===== src/rtl/spf_pkg.sv =====
package spf_pkg;

    localparam int LANES  = 16;
    localparam int LEN_W  = 9;
    localparam int ADDR_W = 23;
    localparam int PTR_W  = LEN_W + ADDR_W;

    typedef enum logic [1:0] {
        PH_IDLE = 2'd0,
        PH_EXT  = 2'd1,
        PH_INT  = 2'd2
    } phase_e;

    typedef struct packed {
        logic [LEN_W-1:0]  len;
        logic [ADDR_W-1:0] addr;
    } ptr_rec_t;

    // Priority: start, then external-done (unless internal), then internal-done.
    function automatic phase_e next_phase(phase_e cur, logic go, logic ext_fin, logic int_fin);
        phase_e nxt;
        nxt = cur;
        if (go)
            nxt = PH_EXT;
        else if (ext_fin && cur != PH_INT)
            nxt = PH_INT;
        else if (int_fin && cur == PH_INT)
            nxt = PH_IDLE;
        return nxt;
    endfunction

endpackage


===== src/rtl/spf_phase_ctl.sv =====
module spf_phase_ctl
    import spf_pkg::*;
(
    input  logic   clk,
    input  logic   rst,
    input  logic   start_i,
    input  logic   ext_done_i,
    input  logic   int_done_i,
    output phase_e phase_o,
    output logic   ext_o,
    output logic   int_o
);

    phase_e phase_q;

    always_ff @(posedge clk) begin
        if (rst)
            phase_q <= PH_IDLE;
        else
            phase_q <= next_phase(phase_q, start_i, ext_done_i, int_done_i);
    end

    assign phase_o = phase_q;
    assign ext_o   = (phase_q == PH_EXT);
    assign int_o   = (phase_q == PH_INT);

    // start always lands in external reading
    a_r3_start_to_ext: assert property (@(posedge clk) disable iff (rst)
        start_i |=> (ext_o && !int_o));

    // external-done advances to internal reading
    a_r4_ext_done_advance: assert property (@(posedge clk) disable iff (rst)
        (!start_i && ext_done_i && !int_o) |=> (int_o && !ext_o));

    // internal-done ends internal reading
    a_r5_int_done_idle: assert property (@(posedge clk) disable iff (rst)
        (!start_i && int_done_i && int_o) |=> (!int_o && !ext_o));

    // internal-done outside internal reading leaves the phase alone
    a_r5_int_done_ignored: assert property (@(posedge clk) disable iff (rst)
        (!start_i && !ext_done_i && !int_o) |=> $stable(phase_o));

endmodule


===== src/rtl/spf_lane_gate.sv =====
module spf_lane_gate
    import spf_pkg::*;
(
    input  logic clk,
    input  logic rst,
    input  logic start_i,
    input  logic ext_ph_i,
    input  logic int_ph_i,
    input  logic ext_bit_i,
    input  logic int_bit_i,
    input  logic vld_i,
    input  logic full_i,
    output logic wr_o,
    output logic drop_o
);

    logic sel;
    logic hit;
    logic drop_q;

    assign sel  = (ext_ph_i & ext_bit_i) | (int_ph_i & int_bit_i);
    assign hit  = vld_i & sel;
    assign wr_o = hit & ~full_i;

    always_ff @(posedge clk) begin
        if (rst)
            drop_q <= 1'b0;
        else if (start_i)
            drop_q <= 1'b0;
        else if (hit && full_i)
            drop_q <= 1'b1;
    end

    assign drop_o = drop_q;

    // a full lane is never written
    a_r8_no_write_when_full: assert property (@(posedge clk) disable iff (rst)
        full_i |-> !wr_o);

    // a discarded pointer raises the flag
    a_r10_drop_sets: assert property (@(posedge clk) disable iff (rst)
        (!start_i && vld_i && full_i && sel) |=> drop_o);

    // the flag holds until a start pulse
    a_r10_drop_holds: assert property (@(posedge clk) disable iff (rst)
        (drop_o && !start_i) |=> drop_o);

    // start clears, even over a same-cycle discard
    a_r10_drop_clears: assert property (@(posedge clk) disable iff (rst)
        start_i |=> !drop_o);

endmodule


===== src/rtl/spf_top.sv =====
module spf_top
    import spf_pkg::*;
#(
    parameter int NLANE = spf_pkg::LANES,
    localparam int WORD_W = NLANE * PTR_W
) (
    input  logic              clk,
    input  logic              rst,
    input  logic              start_i,
    input  logic              ext_done_i,
    input  logic              int_done_i,
    input  logic [NLANE-1:0]  ext_mask_i,
    input  logic [NLANE-1:0]  int_mask_i,
    input  logic              word_vld_i,
    input  logic [WORD_W-1:0] word_i,
    input  logic [NLANE-1:0]  lane_full_i,
    output logic [NLANE-1:0]  lane_wr_o,
    output logic [WORD_W-1:0] lane_din_o,
    output logic              word_adv_o,
    output logic              ext_phase_o,
    output logic              int_phase_o,
    output logic [NLANE-1:0]  lane_drop_o
);

    phase_e phase;
    logic   ext_ph;
    logic   int_ph;

    spf_phase_ctl u_phase (
        .clk        (clk),
        .rst        (rst),
        .start_i    (start_i),
        .ext_done_i (ext_done_i),
        .int_done_i (int_done_i),
        .phase_o    (phase),
        .ext_o      (ext_ph),
        .int_o      (int_ph)
    );

    for (genvar g = 0; g < NLANE; g++) begin : g_lane
        ptr_rec_t rec;
        assign rec = ptr_rec_t'(word_i[g*PTR_W +: PTR_W]);
        assign lane_din_o[g*PTR_W +: PTR_W] = rec;

        spf_lane_gate u_gate (
            .clk       (clk),
            .rst       (rst),
            .start_i   (start_i),
            .ext_ph_i  (ext_ph),
            .int_ph_i  (int_ph),
            .ext_bit_i (ext_mask_i[g]),
            .int_bit_i (int_mask_i[g]),
            .vld_i     (word_vld_i),
            .full_i    (lane_full_i[g]),
            .wr_o      (lane_wr_o[g]),
            .drop_o    (lane_drop_o[g])
        );
    end

    assign word_adv_o  = word_vld_i;
    assign ext_phase_o = ext_ph;
    assign int_phase_o = int_ph;

    // the two phase outputs are exclusive
    a_r6_phase_exclusive: assert property (@(posedge clk) disable iff (rst)
        !(ext_phase_o && int_phase_o));

    // no lane writes while idle
    a_r7_idle_no_write: assert property (@(posedge clk) disable iff (rst)
        (phase == PH_IDLE) |-> (lane_wr_o == '0));

    // no lane writes without a strobe
    a_r7_strobe_needed: assert property (@(posedge clk) disable iff (rst)
        !word_vld_i |-> (lane_wr_o == '0));

endmodule


===== config.mk =====
export PLATFORM = sky130hd
export DESIGN_NAME = spf_top
export DESIGN_NICKNAME = d
export VERILOG_FILES = /design/src/rtl/spf_pkg.sv /design/src/rtl/spf_phase_ctl.sv /design/src/rtl/spf_lane_gate.sv /design/src/rtl/spf_top.sv
export SDC_FILE = /design/constraint.sdc
export NUM_CORES = 1
export LEC_CHECK = 0
export BUFFER_PORTS_ARGS = -buffer_cell sky130_fd_sc_hd__buf_2
export CORE_AREA = 2 2 433 435
export CTS_BUF_LIST = sky130_fd_sc_hd__clkbuf_16
export CTS_CLUSTER_DIAMETER = 100
export DETAILED_ROUTE_END_ITERATION = 6
export DIE_AREA = 0 0 435 437
export PLACE_DENSITY = 0.3
export SKIP_CTS_REPAIR_TIMING = 1
export SLEW_MARGIN = 0
export SYNTH_ARGS = -nofsm -noshare
export SYNTH_HDL_FRONTEND = slang
export SYNTH_HIERARCHICAL = 1
export SYNTH_SLANG_ARGS = --single-unit

===== constraint.sdc =====
create_clock -name clk -period 2.2 [get_ports clk]
set_input_delay 0.11 -clock clk [delete_from_list [all_inputs] [get_ports clk]]
set_output_delay 0.11 -clock clk [all_outputs]
set_load 0.05 [all_outputs]

==> results.md, run 1 <==
- Netlist Area Pre-Place: between 4000 and 5000 um2
- Setup CP Type: flop to primary output
- Final period utilization: 84.4%
- GRT overflow: 0
- Buffers & Inverters on Critical Path: 2
- Number of port buffers: 88
- Sequential share of power: 33.9%
- Register area share after synthesis: 7.24%
- Top cells by area, synth: buf_4 77%, dfxtp_1 7.2%, o41ai_2 5.2%
- Final setup violation count: 0
- Vias: 2603
- DR WL/cell: approximately 43 um
- Distinct cell type count after synthesis: 14
- H-Tree Depth: 1
- Worst Tran Pin Value: about 0.80 ns
- Die ar.: 190000 um2
- Dominant cell type by area after synthesis: buf_4
- Worst vdd ir: about 210 uV
- RePlAce Congestion: 0.880
- Slowest cell on the critical path: dfxtp_1
- # IOs: about 1100
- Cell internal pwr: around 0.66 mW
- Share of cells above drive strength 1: between 60 and 70%
- Syn. warnings: 6
- Final ANT Viol Nets: 0
- Vias in the first global route: between 2000 and 2500
- Hold Crit Class: primary input to flop
- Vias per inst: 0.970
- Area grow syn2layout: -1.63%
- Cells after Synth: 618
- CP max FO: 17
- Synth top area share: between 70% and 80%
- Crit-path cells: nor2b_4 > buf_4 > a22oi_1 > nor3b_2 > buf_2
- Final hold violation count: 0
- Max stage delay on crit path: 0.39 ns
- Register bit count reported by yosys: 18
- Clk pwr share: 39.5%
- Starting density of the core: 2.69%
- Switching share of power: 33.7%
- Remaining DRCs: 0
- First-pass GRT wire length: 122000 um
- Worst slew margin: 46.6%
- Highest-count cells in the layout ignoring fill and taps: 87 x buf_2, 18 x dfxtp_1
- Setup tns final: 0 ns
- Critical path endpoint category: primary output
- Switching Power: 0.335 mW
- Cell Pwr Density: roughly 200 nW/um2
- Die span in x: approximately 440 um
- Critical path's top delay family: buffers and inverters
- Starting DRT DRC Count: approximately 190
- Overall Power: just under 1 mW
- Max-slew violations: 0
- ANT cells: 0
- Initial antenna violation count: 2
- Hpwl dp: 112000 um
- Layout Nets: 770
- Root Driver: clkbuf_16
- Max Fclk: 539 MHz
- Area of the core: approximately 190000 um2
- Die Y-Extent: 437 um
- Part of the power in combinational logic: between 20% and 30%
- CTS Sinks: 18
- WP data required: 2.09 ns
- FP Rows: 158
- Syn Nets: 1184
- Detailed Route WL: about 120000 um
- Largest net degree at the start of global routing: 35
- Pre-antenna DRT Iters: 5
- Leading cell type in the layout, fill and taps excluded: buf_2
- CTS buffer count: 3
- Clock Path Buffers: 2
- RSZ-0062 raised after global routing: no
- Clock latency on the worst-skew pair: 0.26 ns
- Clk_skew: a little under 0.004 ns
- Max Cap Viol: 0
- Worst Path Arrival: 1.75 ns
- TritonCTS clock tree: built
- Status: completed
- CTS clk-pin slew, worst paths: 0.06 ns
- Syn_area_per_cell: ~8.1 um2
- P_leak: 0.875 nW
- GRT Total Usage: 11.6%
- Period minus WS final: approximately 1.9 ns
- CP startpoint kind: flop
synth_stat cells (all sizes together):
master and count:
a2111oi 1, a22oi 16, buf 513, or3b 16, o41ai 16, dfxtp 18, nand2b 1, nand2 16
nor3b 16, a21oi 1, inv 1, nor2b 2, nor2 1
registers in the layout (all words and copies together) (netlist names):
| name | cells |
|---|---|
| u_phase/phase_o | 2 |
| g_lane.u_gate/drop_o | 16 |
metal layers:
metal	vias to the layer above	part of all wire, %	GRT usage, %	wire length (um)
li1	634	-	-	-
met1	958	10	3.47	12000
met2	895	48	19.6	55700
met3	104	39	21.6	45000
met4	12	2.1	2.17	2430
met5	-	0.36	1.71	412
kinds of logic after synthesis:
group | synth area share (%)
buffers and inverters | 77.4
AND/OR/NAND/NOR | 7.04
AO/OA/AOI/OAI | 8.29
flip-flops | 7.24
worst paths after layout:
check                                  to  cells past startpoint          startpoint  slack (ns)
setup / recovery             lane_wr_o[0]                      5  u_phase/phase_o[1]        0.34
hold / removal         u_phase/phase_o[1]                      2          int_done_i        0.11
setup reg to reg  g_lane[7].u_gate/drop_o                      4  u_phase/phase_o[1]        0.79
hold reg to reg        u_phase/phase_o[0]                      2  u_phase/phase_o[0]        0.53
worst register-to-register path, stage by stage, from the launching register on:
cell	delay, ns
dfxtp_1	0.39
nor2b_4	0.17
buf_4	0.25
a22oi_1	0.15
o41ai_2	0.33
final cells by class:
type	count	area, um2
inverter	1	3.75
tap	2480	3100
fill	22200	180000
clock buffer	3	75.1
sequential	18	360
multi-input combinational	86	851
timing repair buffer	94	500
clock inverter	1	3.75
power groups by stage:
stage          clock network (mW)  registers, mW  logic [mW]
6_report                    0.392          0.337       0.265
2_1_floorplan                   0          0.355        2.61
5_1_grt                     0.421          0.337       0.281
3_5_place_dp                    0          0.344       0.268
3_3_place_gp                    0          0.344       0.269
4_1_cts                     0.403          0.336       0.268
stage by stage:
stage	instances	util, %	hold slack [ns]	worst slack [ns]	cell area, um2
floorplan	618	-	0.174	0.270	5070
global placement	2679	2.60	0.220	0.651	4820
detailed placement	2679	2.60	0.220	0.639	4820
CTS	2683	2.65	0.102	0.356	4900
global route	2683	2.65	0.104	0.226	4900
finish	2683	2.65	0.115	0.344	4900
Power figures use the tool's default switching activity.
==> run 2: changes to the inputs <==
--- a/config.mk
+++ b/config.mk
@@ -6,11 +6,11 @@
 export NUM_CORES = 1
 export LEC_CHECK = 0
 export BUFFER_PORTS_ARGS = -buffer_cell sky130_fd_sc_hd__buf_2
-export CORE_AREA = 2 2 433 435
+export CORE_AREA = 2 2 439 441
 export CTS_BUF_LIST = sky130_fd_sc_hd__clkbuf_16
 export CTS_CLUSTER_DIAMETER = 100
 export DETAILED_ROUTE_END_ITERATION = 6
-export DIE_AREA = 0 0 435 437
+export DIE_AREA = 0 0 441 443
 export PLACE_DENSITY = 0.3
 export SKIP_CTS_REPAIR_TIMING = 1
 export SLEW_MARGIN = 0
==> constraint.sdc (replaced) <==
create_clock -name clk -period 1.6 [get_ports clk]
set_input_delay 0.08 -clock clk [delete_from_list [all_inputs] [get_ports clk]]
set_output_delay 0.08 -clock clk [all_outputs]
set_load 0.05 [all_outputs]
==> results.md, run 2 (same netlist as run 1, synthesis figures left out) <==
- FP Rows: ~160
- Leading cell type in the layout, fill and taps excluded: buf_2
- Final period utilization: 102%
- Hold depth: 3
- Clock latency on the worst-skew pair: 0.26 ns
- Worst R2R Path Depth: 4
- Die ar.: 195000 um2
- Slowest cell on the critical path: dfxtp_4
- Clk_skew: 0.00486 ns
- Worst reg2reg startpoint: u_phase/phase_o[0]
- CTS clk-pin slew, worst paths: approximately 0.06 ns
- CP startpoint kind: flop
- WP data required: 1.52 ns
- Layout Utilization: 2.78%
- Pre-antenna DRT Iters: 4
- Cell Pwr Density: 276 nW/um2
- Critical path endpoint category: primary output
- Part of the power in combinational logic: 32.0%
- Vias: 2733
- Worst slew margin: around 72%
- RSZ-0062 raised after global routing: yes
- Max stage delay on crit path: 0.36 ns
- P_leak: 1.01 nW
- Buffers & Inverters on Critical Path: 2
- CTS Sinks: 18
- TritonCTS clock tree: built
- DR WL/cell: 42.7 um
- Die span in x: approximately 440 um
- Layout Nets: between 700 and 800
- Levels on crit path: 5
- Vias in the first global route: 2504
- Worst Path Arrival: 1.55 ns
- Setup WS pre-CTS: between 0.15 and 0.2 ns
- Number of port buffers: 88
- Max-slew violations: 0
- Setup CP Type: flop to primary output
- Area grow syn2layout: 6.63%
- Clk pwr share: 36.6%
- Clock Path Buffers: 2
- # IOs: 1113
- Root Driver: clkbuf_16
- CP startpoint: u_phase/phase_o[0]
- ANT cells: 0
- Worst vdd ir: 346 uV
- Share of cells above drive strength 1: 70.7%
- H-Tree Depth: 1
- Hold Crit Class: primary input to flop
- Final hold violation count: 0
- Final worst setup slack: -0.0300 ns
- Max reg flops: 16
- CP max FO: 16
- Die Y-Extent: 443 um
- Hpwl dp: 113000 um
- Max Fclk: a little over 600 MHz
- CTS buffer count: 3
- Remaining DRCs: 0
- Crit-path cells: nor2b_4 > buf_12 > a22oi_2 > nor3b_4 > buf_6
- Sequential share of power: 31.4%
- GRT overflow: 0
- Cell internal pwr: about 0.96 mW
- Worst Tran Pin Value: 0.417 ns
- First-pass GRT wire length: 123000 um
- Tightest hold margin: 0.103 ns
- Area of the core: 191000 um2
- Vias per inst: 1.00
- Detailed Route WL: approximately 120000 um
- GRT Total Usage: between 10% and 20%
- Overall Power: 1.47 mW
- Beginning of the worst hold path: ext_done_i
- Violated checks: setup timing
- Setup tns final: -0.170 ns
- Critical path's top delay family: simple AND/OR/NAND/NOR gates
- RePlAce Congestion: 0.864
- Switching share of power: 34.4%
- Final ANT Viol Nets: 0
- Starting DRT DRC Count: 227
- Period minus WS final: 1.63 ns
- Largest net degree at the start of global routing: 31
- Initial antenna violation count: 0
- Status: finished with violations
- Final setup violation count: 9
- Switching Power: 0.504 mW
- Starting density of the core: 2.60%
- Max Cap Viol: 0
## run 2: metal layers
| layer | track usage (%) | up-vias | wire length [um] | share of wire, % |
|---|---|---|---|---|
| li1 | - | 643 | - | - |
| met1 | 3.61 | 1056 | 12800 | 11 |
| met2 | 19.2 | 942 | 56100 | 48 |
| met3 | 21.5 | 84 | 46300 | 40 |
| met4 | 1.24 | 8 | 1360 | 1.2 |
| met5 | 1.49 | - | 347 | 0.30 |
## run 2: per-stage QoR
step / std cells / cell area, um2
3_5_place_dp: 2728 / 5080
6_report: 2734 / 5310
4_1_cts: 2732 / 5160
5_1_grt: 2734 / 5310
3_3_place_gp: 2728 / 5080
2_1_floorplan: 618 / 5170
## run 2: worst min-delay path, delay by kind of cell
family,cells,cell delay [ns]
and+or+nand+nor,1,0.10
buffers and inverters,1,0.08
AOI/OAI and AO/OA,1,0.06
## run 2: power groups by stage
stage                     logic, mW  clock network, mW  registers (mW)
after global routing          0.495              0.570           0.462
after floorplan                3.62                  0           0.489
final                         0.469              0.537           0.461
after CTS                     0.447              0.554           0.463
after global placement        0.451                  0           0.473
after detailed placement      0.445                  0           0.473
## run 2: layout make-up
| class | instances | area, um2 |
|---|---|---|
| Clock inverter | 1 | 3.75 |
| Multi-Input combinational cell | 86 | 991 |
| Timing Repair Buffer | 99 | 707 |
| Sequential cell | 18 | 368 |
| Inverter | 1 | 3.75 |
| Clock buffer | 3 | 75.1 |
| Fill cell | 22700 | 186000 |
| Tap cell | 2526 | 3160 |
## run 2: path summary, 6_finish.rpt
kind,endpoint,slack (ns)
worst min-delay path,u_phase/phase_o[0],0.10
worst min register to register,u_phase/phase_o[0],0.52
worst max-delay path,lane_wr_o[13],-0.03
worst max register to register,g_lane[2].u_gate/drop_o,0.30
==> run 3: changes to the inputs <==
--- a/config.mk
+++ b/config.mk
@@ -5,16 +5,15 @@
 export SDC_FILE = /design/constraint.sdc
 export NUM_CORES = 1
 export LEC_CHECK = 0
-export BUFFER_PORTS_ARGS = -buffer_cell sky130_fd_sc_hd__buf_2
-export CORE_AREA = 2 2 439 441
+export BUFFER_PORTS_ARGS = -buffer_cell sky130_fd_sc_hd__buf_4
+export CORE_AREA = 2 2 432 434
 export CTS_BUF_LIST = sky130_fd_sc_hd__clkbuf_16
 export CTS_CLUSTER_DIAMETER = 100
 export DETAILED_ROUTE_END_ITERATION = 6
-export DIE_AREA = 0 0 441 443
+export DIE_AREA = 0 0 434 436
 export PLACE_DENSITY = 0.3
 export SKIP_CTS_REPAIR_TIMING = 1
 export SLEW_MARGIN = 0
 export SYNTH_ARGS = -nofsm -noshare
 export SYNTH_HDL_FRONTEND = slang
-export SYNTH_HIERARCHICAL = 1
 export SYNTH_SLANG_ARGS = --single-unit
==> constraint.sdc (replaced) <==
create_clock -name clk -period 1.6 [get_ports clk]
set_input_delay 0 -clock clk [delete_from_list [all_inputs] [get_ports clk]]
set_output_delay 0 -clock clk [all_outputs]
set_load 0.05 [all_outputs]
==> results.md, run 3 <==
- Status: finished with violations
- Violated checks: setup timing
- GRT overflow: 0
- Hold Crit Class: primary input to primary output
- Non-Filler Instances: 2676
- Worst R2R Path Depth: 4
- Syn_area_per_cell: 7.90 um2
- Reg area: 363 um2
- Area grow syn2layout: -0.123%
- Commonest cells in the netlist: 546 x buf_4, 18 x dfxtp_1
- Worst reg2reg startpoint: u_phase.phase_o[1]
- TritonCTS clock tree: built
- Setup tns final: -0.839 ns
- Max-slew violations: 0
- Vias in the first global route: roughly 2300
- Share of cells above drive strength 1: 56.7%
- RePlAce Congestion: 0.837
- R2R Path End: u_phase.phase_o[1]
- Remaining DRCs: 0
- Worst Path Arrival: 1.72 ns
- Leading cell type in the layout, fill and taps excluded: buf_4
- Root Driver: clkbuf_16
- Placed cell count: 2665
- Final ANT Viol Nets: 0
- Critical path endpoint category: primary output
- Register area share after synthesis: between 7 and 8%
- Area of the multi-input gates: roughly 620 um2
- Worst Tran Pin Value: 0.525 ns
- CP max FO: 15
- Worst vdd ir: around 510 uV
- CP startpoint kind: flop
- Vias: ~2500
- Synth top area share: a little over 80%
- Top cells by area, synth: buf_4 80%, dfxtp_1 7.1%, a32o_1 3.1%
- Detailed Route WL: 115000 um
- Layout Nets: between 700 and 800
- Cell Pwr Density: 354 nW/um2
- Most used DFF post-synth: dfxtp_1
- FP Rows: ~160
- CTS buffer count: 3
- P_leak: 1.00 nW
- RSZ-0062 raised after global routing: yes
- H-Tree Depth: 1
- CTS Sinks: 18
- Clock Path Buffers: 2
- GRT Total Usage: 11.6%
- # IOs: 1113
- Final worst setup slack: -0.122 ns
- Clk_skew: around 0.023 ns
- Die span in x: 434 um
- Syn. warnings: 0
- Period minus WS final: approximately 1.7 ns
- Crit path to: lane_wr_o[7]
- DR WL/cell: ~43 um
- Pre-antenna DRT Iters: 4
- Starting density of the core: around 2.8%
- Die ar.: 189000 um2
- Initial antenna violation count: 5
- Reg2reg setup slack: 0.09 ns
- Max reg flops: 16
- # fillers: ~22000
- Largest net degree at the start of global routing: 34
- Number of port buffers: between 80 and 90
- Vias per inst: 0.930
- Syn Nets: 1211
- Netlist Area Pre-Place: 5100 um2
- Distinct cell type count after synthesis: 14
- Layout Utilization: 2.76%
- Max Fclk: 581 MHz
- WP data required: around 1.6 ns
- Top-count cell post-synth: buf_4
- CP startpoint: u_phase.phase_o[0]
- Area of the core: 185000 um2
- Final setup violation count: 16
- CTS clk-pin slew, worst paths: roughly 0.13 ns
- Worst slew margin: 65.0%
- Setup CP Type: flop to primary output
- Max Cap Viol: 0
- Clock latency on the worst-skew pair: 0.34 ns
- Register bit count reported by yosys: 18
- Cells after Synth: 645
- Hpwl dp: 110000 um
- First-pass GRT wire length: 120000 um
- Highest-count cells in the layout ignoring fill and taps: 74 x buf_4, 16 x and2_1, 16 x a32o_1, 16 x dfxtp_1, 14 x a22o_1
- Post-synth EDFFs: 0
- Starting DRT DRC Count: 241
- Share of flip-flops with an asynchronous set or reset: 0%
- Final period utilization: 108%
- Final hold violation count: 0
- Die Y-Extent: around 440 um
- Dominant cell type by area after synthesis: buf_4
-- run 3: changes by cell type after synthesis, moves of 16 or more --
cell,previous run,this run
and2_1,0,16
nand2_1,16,0
buf_4,513,546
a22oi_1,16,0
a22o_1,0,16
nor3b_1,16,0
o41ai_2,16,0
a32o_1,0,16
and3b_1,0,16
or3b_1,16,0
-- run 3: per-stage QoR --
stage | power [mW] | worst slack [ns] | cell area, um2 | hold WS, ns
after detailed placement | 0.895 | -0.0503 | 4810 | 0.000341
final | 1.80 | -0.122 | 5090 | 0.0000194
after global placement | 0.896 | -0.0498 | 4810 | 0.000341
after CTS | 1.92 | -0.453 | 4880 | -0.205
after global routing | 1.93 | -0.221 | 5090 | 0.0000719
after floorplan | 4.11 | 0.308 | 5100 | 0.0724
-- run 3: how the worst min path moves through the flow --
stage	from	depth (start not counted)	slack [ns]	end
floorplan	rst	1	0.07	u_phase.phase_o[0]
global placement	word_i[102]	0	0.0003	lane_din_o[102]
detailed placement	word_i[102]	0	0.0003	lane_din_o[102]
CTS	int_done_i	2	-0.21	u_phase.phase_o[1]
global route	word_i[226]	0	0.00007	lane_din_o[226]
finish	word_i[226]	0	0.00002	lane_din_o[226]
-- run 3: report_power, final --
group | leakage (nW) | switching [mW] | total [mW] | internal [mW]
registers | 0.146 | 0.00728 | 0.464 | 0.457
clock network | 0.0385 | 0.547 | 0.893 | 0.346
logic | 0.819 | 0.239 | 0.447 | 0.209
-- run 3: final cells by class --
cell class	instances	share of cell area [%]
Inverter	1	0.0737
Timing Repair Buffer	100	18.0
Clock inverter	1	0.0737
Sequential cell	18	7.13
Tap cell	2480	60.9
Multi-Input combinational cell	71	12.2
Clock buffer	3	1.47
Antenna cell	2	0.0983
-- run 3: kinds of logic after synthesis --
logic type      count (synthesis)  share of synthesized area (%)
flops                          18                           7.07
buf+inv                       556                           81.6
compound gates                 35                           6.19
simple gates                   36                           5.11
-- run 3: per-layer routing --
layer	wire length [um]	share of wire, %	track usage [%]
met5	640	0.56	2.56
met2	58100	51	20.8
met4	2260	2.0	2.11
met1	9020	7.9	2.60
met3	44600	39	21.4
-- run 3: critical path, cell delays in order, from the launching register on --
cell and delay [ns]:
dfxtp_2 0.38, nor2b_4 0.23, buf_12 0.18, a22o_1 0.17
and3b_2 0.26, buf_12 0.16
